### src/rtl/rfg_pkg.sv
package rfg_pkg;
  localparam int INSTR_W = 16;
  localparam int ADDR_W  = 3;
  localparam int NREG    = 1 << ADDR_W;

  typedef struct packed {
    logic top;      // address bit 2
    logic lo_leaf;  // lower half leaf level: bit 0
    logic lo_mid;   // lower half middle level: bit 1
    logic hi_leaf;  // upper half leaf level: bit 1 (swapped)
    logic hi_mid;   // upper half middle level: bit 0 (swapped)
  } tree_sel_t;

  // Does bit 11 act as the immediate-8 flag for this opcode prefix?
  function automatic logic imm8_flag_live(input logic [INSTR_W-1:0] ins);
    return !ins[15] || (!ins[14] && !ins[13]);
  endfunction

  function automatic logic port_a_used(input logic [INSTR_W-1:0] ins);
    return !(ins[15] && !ins[13]);
  endfunction

  function automatic logic port_b_used(input logic [INSTR_W-1:0] ins);
    return !ins[10] && !(ins[11] && imm8_flag_live(ins));
  endfunction

  function automatic tree_sel_t sel_from_addr(input logic [ADDR_W-1:0] a);
    tree_sel_t s;
    s.top     = a[2];
    s.lo_leaf = a[0];
    s.lo_mid  = a[1];
    s.hi_leaf = a[1];
    s.hi_mid  = a[0];
    return s;
  endfunction

  // Physical leaf position -> logical register (5 and 6 exchanged).
  function automatic int unsigned phys_to_reg(input int unsigned p);
    if (p == 5) return 6;
    if (p == 6) return 5;
    return p;
  endfunction
endpackage

### src/rtl/rfg_decode.sv
module rfg_decode
  import rfg_pkg::*;
(
  input  logic [INSTR_W-1:0] instr,
  output logic               en_a,
  output logic               en_b,
  output logic [ADDR_W-1:0]  addr_a,
  output logic [ADDR_W-1:0]  addr_b
);
  always_comb begin
    en_a   = port_a_used(instr);
    en_b   = port_b_used(instr);
    addr_a = instr[2:0];
    addr_b = instr[5:3];
  end
endmodule

### src/rtl/rfg_sel_hold.sv
module rfg_sel_hold
  import rfg_pkg::*;
(
  input  logic              clk,
  input  logic              rst,
  input  logic              en,
  input  logic [ADDR_W-1:0] addr,
  output tree_sel_t         sel_q
);
  tree_sel_t nx;
  logic      load_lo, load_hi;

  always_comb begin
    nx      = sel_from_addr(addr);
    load_lo = en && !addr[2];
    load_hi = en &&  addr[2];
  end

  always_ff @(posedge clk) begin
    if (rst) begin
      sel_q <= '0;
    end else begin
      if (en) sel_q.top <= nx.top;
      if (load_lo) begin
        sel_q.lo_leaf <= nx.lo_leaf;
        sel_q.lo_mid  <= nx.lo_mid;
      end
      if (load_hi) begin
        sel_q.hi_leaf <= nx.hi_leaf;
        sel_q.hi_mid  <= nx.hi_mid;
      end
    end
  end

  p_hold_when_off_r6: assert property (@(posedge clk) disable iff (rst)
    !en |=> $stable(sel_q));
  p_upper_quiet_r8: assert property (@(posedge clk) disable iff (rst)
    (en && !addr[2]) |=> ($stable(sel_q.hi_leaf) && $stable(sel_q.hi_mid)));
  p_lower_quiet_r8: assert property (@(posedge clk) disable iff (rst)
    (en && addr[2]) |=> ($stable(sel_q.lo_leaf) && $stable(sel_q.lo_mid)));
endmodule

### src/rtl/rfg_store.sv
module rfg_store
  import rfg_pkg::*;
#(
  parameter int DATA_W = 8
) (
  input  logic                       clk,
  input  logic                       rst,
  input  logic                       we,
  input  logic [ADDR_W-1:0]          waddr,
  input  logic [DATA_W-1:0]          wdata,
  output logic [NREG-1:0][DATA_W-1:0] regs
);
  always_ff @(posedge clk) begin
    if (rst)     regs <= '0;
    else if (we) regs[waddr] <= wdata;
  end
endmodule

### src/rtl/rfg_mux_tree.sv
module rfg_mux_tree
  import rfg_pkg::*;
#(
  parameter int DATA_W = 8
) (
  input  logic [NREG-1:0][DATA_W-1:0] regs,
  input  tree_sel_t                   sel,
  output logic [DATA_W-1:0]           dout
);
  localparam int NLEAF = NREG / 2;

  logic [NLEAF-1:0][DATA_W-1:0] leaf;
  logic [DATA_W-1:0]            lo_half, hi_half;

  for (genvar k = 0; k < NLEAF; k++) begin : g_leaf
    localparam int unsigned R0 = phys_to_reg(2 * k);
    localparam int unsigned R1 = phys_to_reg(2 * k + 1);
    logic leaf_sel;
    assign leaf_sel = (k < NLEAF / 2) ? sel.lo_leaf : sel.hi_leaf;
    assign leaf[k]  = leaf_sel ? regs[R1] : regs[R0];
  end

  always_comb begin
    lo_half = sel.lo_mid ? leaf[1] : leaf[0];
    hi_half = sel.hi_mid ? leaf[3] : leaf[2];
    dout    = sel.top ? hi_half : lo_half;
  end
endmodule

### src/rtl/gated_regfile.sv
module gated_regfile
  import rfg_pkg::*;
#(
  parameter int DATA_W = 8
) (
  input  logic               clk,
  input  logic               rst,
  input  logic [15:0]        instr,
  input  logic               wr_en,
  input  logic [DATA_W-1:0]  wr_data,
  output logic [DATA_W-1:0]  rd_a_data,
  output logic [DATA_W-1:0]  rd_b_data
);
  logic                        en_a, en_b;
  logic [ADDR_W-1:0]           addr_a, addr_b;
  tree_sel_t                   sel_a, sel_b;
  logic [NREG-1:0][DATA_W-1:0] regs;

  rfg_decode u_dec (
    .instr(instr), .en_a(en_a), .en_b(en_b), .addr_a(addr_a), .addr_b(addr_b)
  );

  rfg_store #(.DATA_W(DATA_W)) u_store (
    .clk(clk), .rst(rst), .we(wr_en), .waddr(addr_a), .wdata(wr_data), .regs(regs)
  );

  rfg_sel_hold u_hold_a (.clk(clk), .rst(rst), .en(en_a), .addr(addr_a), .sel_q(sel_a));
  rfg_sel_hold u_hold_b (.clk(clk), .rst(rst), .en(en_b), .addr(addr_b), .sel_q(sel_b));

  rfg_mux_tree #(.DATA_W(DATA_W)) u_tree_a (.regs(regs), .sel(sel_a), .dout(rd_a_data));
  rfg_mux_tree #(.DATA_W(DATA_W)) u_tree_b (.regs(regs), .sel(sel_b), .dout(rd_b_data));

  p_write_lands_r1: assert property (@(posedge clk) disable iff (rst)
    wr_en |=> (regs[$past(addr_a)] == $past(wr_data)));
  p_read_follows_r2: assert property (@(posedge clk) disable iff (rst)
    (en_a && !wr_en) |=> (rd_a_data == regs[$past(addr_a)]));
  p_prefix_blocks_a_r3: assert property (@(posedge clk) disable iff (rst)
    (instr[15] && !instr[13]) |-> !en_a);
  p_imm4_blocks_b_r4: assert property (@(posedge clk) disable iff (rst)
    instr[10] |-> !en_b);
  p_hold_a_r6: assert property (@(posedge clk) disable iff (rst)
    (!en_a && !wr_en) |=> $stable(rd_a_data));
  p_reset_clear_r9: assert property (@(posedge clk)
    rst |=> (rd_a_data == '0 && rd_b_data == '0));
endmodule

### config.mk
export PLATFORM = sky130hd
export DESIGN_NAME = gated_regfile
export DESIGN_NICKNAME = d
export VERILOG_FILES = /design/src/rtl/rfg_pkg.sv /design/src/rtl/rfg_decode.sv /design/src/rtl/rfg_sel_hold.sv /design/src/rtl/rfg_store.sv /design/src/rtl/rfg_mux_tree.sv /design/src/rtl/gated_regfile.sv
export SDC_FILE = /design/constraint.sdc
export NUM_CORES = 1
export LEC_CHECK = 0
export ABC_CLOCK_PERIOD_IN_PS = 2800
export BUFFER_PORTS_ARGS = -buffer_cell sky130_fd_sc_hd__buf_2
export CAP_MARGIN = 40
export CORE_ASPECT_RATIO = 1.25
export CORE_MARGIN = 5
export CORE_UTILIZATION = 65
export CTS_BUF_LIST = sky130_fd_sc_hd__clkbuf_4
export CTS_CLUSTER_DIAMETER = 30
export DETAILED_ROUTE_END_ITERATION = 10
export PLACE_DENSITY = 0.87
export REMOVE_ABC_BUFFERS = 1
export SYNTH_ARGS = -nofsm -noshare
export SYNTH_HDL_FRONTEND = slang
export SYNTH_SLANG_ARGS = --single-unit
### constraint.sdc
create_clock -name clk -period 2.8 [get_ports clk]
set_clock_uncertainty 0.05 [all_clocks]
set_input_delay 0.28 -clock clk [delete_from_list [all_inputs] [get_ports clk]]
set_output_delay 0.28 -clock clk [all_outputs]
set_load 0.005 [all_outputs]
Word level (Yosys, flattened, before mapping)
Index checks and enable logic that the tools add are counted.
{"block": "totals", "regBits": 74, "in_bits": 27, "wordCells": 55}
{"block": "op_classes", "magnitude_cmp": 2, "n_mux": 17, "reduce_logical": 18}
{"operator": "8-bit two-way mux", "count": 15}
{"operator": "64-bit bitwise mux", "count": 1}
{"operator": "8-bit demux with 3-bit select", "count": 1}
{"operator": "1-bit logical AND", "count": 9}
{"operator": "1-bit zero test", "count": 8}
{"operator": "3-bit by 4-bit < comparator with 1-bit output (second input constant)", "count": 1}
{"operator": "3-bit by 1-bit >= comparator with 1-bit output (second input constant)", "count": 1}
{"operator": "1-bit logical OR", "count": 1}

Logic depth before layout (Yosys ltp)
{"block": "logic_depth", "word_depth": 7, "depth_mapped": 5, "ltp_nobuf": 3}

Cells and area by module
From an unflattened synthesis, not the netlist that was laid out.
{"block": "unflattened", "hier_cells": 382, "hier_area_um2": 4180.3}
{"mod": "rfg_store", "n_inst": 1, "cells_each": 237, "area_per_inst_um2": 2605.0}
{"mod": "rfg_mux_tree", "n_inst": 2, "cells_each": 49, "area_per_inst_um2": 548.0}
{"mod": "rfg_sel_hold", "n_inst": 2, "cells_each": 19, "area_per_inst_um2": 209.0}
{"mod": "rfg_decode", "n_inst": 1, "cells_each": 9, "area_per_inst_um2": 61.3}

Worst setup path before layout
No wires, ideal clock.
{"block": "synth_path", "path_type": "register to output", "startpoint": "register u_hold_a.sel_q[0] (netlist name)", "endpoint": "output rd_a_data[0]", "t_arrival_ps": 1237, "required_ps": 2470, "slack_ps": 1233, "stages_incl_launch_ff": 4, "cell_sequence": "dfxtp_1 -> buf_6 -> mux4_1 -> mux2_2"}
{"block": "synth_between", "elab_chain_len": 2}
{"element": "start, declared", "line": "rfg_sel_hold.sv:8", "source": "output tree_sel_t sel_q"}
{"element": "8-bit two-way mux", "line": "rfg_mux_tree.sv:25", "source": "hi_half = sel.hi_mid ? leaf[3] : leaf[2];"}
{"element": "8-bit two-way mux", "line": "rfg_mux_tree.sv:26", "source": "dout = sel.top ? hi_half : lo_half;"}
{"element": "end, declared", "line": "gated_regfile.sv:11", "source": "output logic [DATA_W-1:0] rd_a_data,"}
Every way passes these cells.

Worst setup path after layout
{"block": "layout_path", "startpoint": "register u_hold_a.sel_q[0] (netlist name)", "endpoint": "output rd_a_data[6]"}
The elaborated chain is that of the path after synthesis.

==> impl_metrics.toml <==
[detailed_routing]
drt-initial-drc-count = 300
via_per_inst = 6.73
drtAntennaViolNets = 0
dr.pass1.iters = 5
routed_wl_mm = 10.5
avgRoutedWirePerCell_um = 23.0
vias = 3077
drc = 0

[global_routing]
grt.total_usage = 0.283
grt_pass1_vias = 3044
grt_overflow = 0
grt_max_degree = 47
antenna_found_initial = 0
grt_pass1_wl_mm = 16.0

[clock_network]
cts.reportedPaths.clkPinSlew_ns = 0.13
cts_buffer_depth = 2
htree_levels = 3
postCtsSetupBuffers = 0
clock_sink_count = 74
cts_tree = "done"
cts_buffers = 9
cts_resized = 0
hold_buffers = 0
cts_root_buffer = "clkbuf_4"
clk-insertion-delay-late_ns = 0.43

[cells_and_area]
area_growth_pct = 6.08
n_antenna_cell = 0
finish.net_count = 413
drive_gt1_frac = 0.192

[floorplanning]
ios = 43
dieArea_um2 = 7680
initial_core_util = 0.672
core-area_um2 = 5820
die_height_um = 96.7
die_w_um = 79.4
rows = 31

[yosys]
synth_cells = 376
ys_seq_area_frac = 0.379
synth_area_per_cell_um2 = 10.4
ys_types = 30
synth_top_area_share = 0.379
async_flop_share = 0
synth_seq_cells = 74
ys.flop_type = "dfxtp_1"
synth_warnings = 0
synth_area_leaders = "dfxtp_1 38%, mux4_1 22%, nand2_1 7.9%"
yosysMostFrequentCell = "nand2_1"
synth_edf_count = 0
syn_area_um2 = 3910
synth_area_leader_cell = "dfxtp_1"
synth_common_cells = "82 x nand2_1, 74 x dfxtp_1, 45 x a21oi_1"

[worst_setup_path]
required_ns = 2.47
slowest_stage = "dfxtp_1"
critPathLaunchType = "flip-flop"
r2r_slack_ns = 1.52
slowest_delay_ns = 0.78
crit_arrival_ns = 2.33
worst-r2r-cell-count = 2
regToRegStartpoint = "u_hold_a.sel_q[0]"
path_cells = "mux4_1 > mux2_2 > buf_2"
r2r_end = "u_hold_a.sel_q[0]"
crit_fanout = 9
crit_type = "flip-flop to primary output"
critPathCaptureType = "primary output"

[timing]
fin_crit_sh = 0.948
fmax_mhz = 377
slew_viol_final = 0
worst_pin_slew_ns = 0.693
setup_viol = 0
fin_setup_tns_ns = 0
hold_violations = 0
slew_headroom = 0.536
setup_ws_ns = 0.144
rsz0062_at_grt = "false"
min_period_ns = 2.66

[placement]
routabilityCongestion = 0.782
hpwl_mm = 6.54
port_buffers = 37
dp_slack_ns = 0.659

[hold_path]
min_to = "u_store.regs[62]"
hold_path_class = "input port to flip-flop"
hold-path-cell-count = 3
min_from = "wr_data[6]"

[pwr]
p_per_area_nw_per_um2 = 499
p_leak_nw = 1.63
irDropWorstVdd_mv = 0.378

[outcome]
status = "complete, no violations"

[flow_run]
cap_violations = 0
## state kept, by name, summed over array words and instances (netlist names)
name	flops
u_hold_b.sel_q	5
u_hold_a.sel_q	5
u_store.regs	64
## cell type report
class                   count  area [um^2]
fillers                   446         1670
clock buffers               9         67.6
clock inverters             7         92.6
well taps                  66         82.6
repair buffers             38          205
flip-flops and latches     74         1480
inverters                   1         3.75
multi-input cells         262         2210
## stage by stage
stage                     power (mW)  instances  utilization  hold WS (ns)  area (um^2)
final                           2.07        457        0.713        0.0805         4150
after global routing            2.14        457        0.713        0.0768         4150
after CTS                       2.08        457        0.713        0.0597         4150
after detailed placement        1.33        441        0.685         0.408         3990
after global placement          1.32        441        0.685         0.396         3990
after floorplan                 1.23        337            -         0.299         3700
## worst max-delay path by stage
stage,from,to,cells after the start
after floorplan,u_hold_a.sel_q[0],rd_a_data[0],2
after global placement,u_hold_b.sel_q[3],rd_b_data[6],3
after detailed placement,u_hold_a.sel_q[0],rd_a_data[5],3
after CTS,u_hold_a.sel_q[0],rd_a_data[5],3
after global routing,u_hold_a.sel_q[0],rd_a_data[6],3
final,u_hold_a.sel_q[0],rd_a_data[6],3
## power by group
part / switching [mW] / total, mW / internal, mW
Combinational: 0.0982 / 0.186 / 0.0880
Sequential: 0.0501 / 1.13 / 1.08
Clock: 0.394 / 0.754 / 0.360
## cell families after synthesis
| group | Yosys count | synth area share |
|---|---|---|
| DFF | 74 | 0.379 |
| muxes | 76 | 0.333 |
| and+or+nand+nor | 135 | 0.166 |
| buffers and inverters | 40 | 0.0547 |
| AOI/OAI and AO/OA | 51 | 0.0675 |
## critical path: cells and delay by family (launching register included)
kind     cells  cell delay (ns)
mux          2             0.97
flops        1             0.78
buf+inv      1             0.14
## placed cells by master, fill, tap and decap left out, types with 4 or more instances in the layout
master | netlist | final
nand2_1 | 82 | 82
o21ai_0 | 4 | 4
mux2i_1 | 28 | 28
dfxtp_1 | 74 | 74
buf_2 | 6 | 37
clkbuf_4 | 0 | 9
nand2b_1 | 5 | 5
nor2_1 | 24 | 24
mux4_1 | 32 | 32
nand3_1 | 4 | 4
a21oi_1 | 45 | 45
mux2_2 | 16 | 16
## routing by layer
layer	up-vias	share of wire	routed length, um	GRT usage
met2	193	0.48	5070	0.457
met5	-	0	0	0
li1	1387	-	-	-
met1	1446	0.36	3800	0.335
met4	0	0.052	542	0.169
met3	51	0.11	1110	0.0688
No activity file was read; power rests on OpenSTA's default activity.
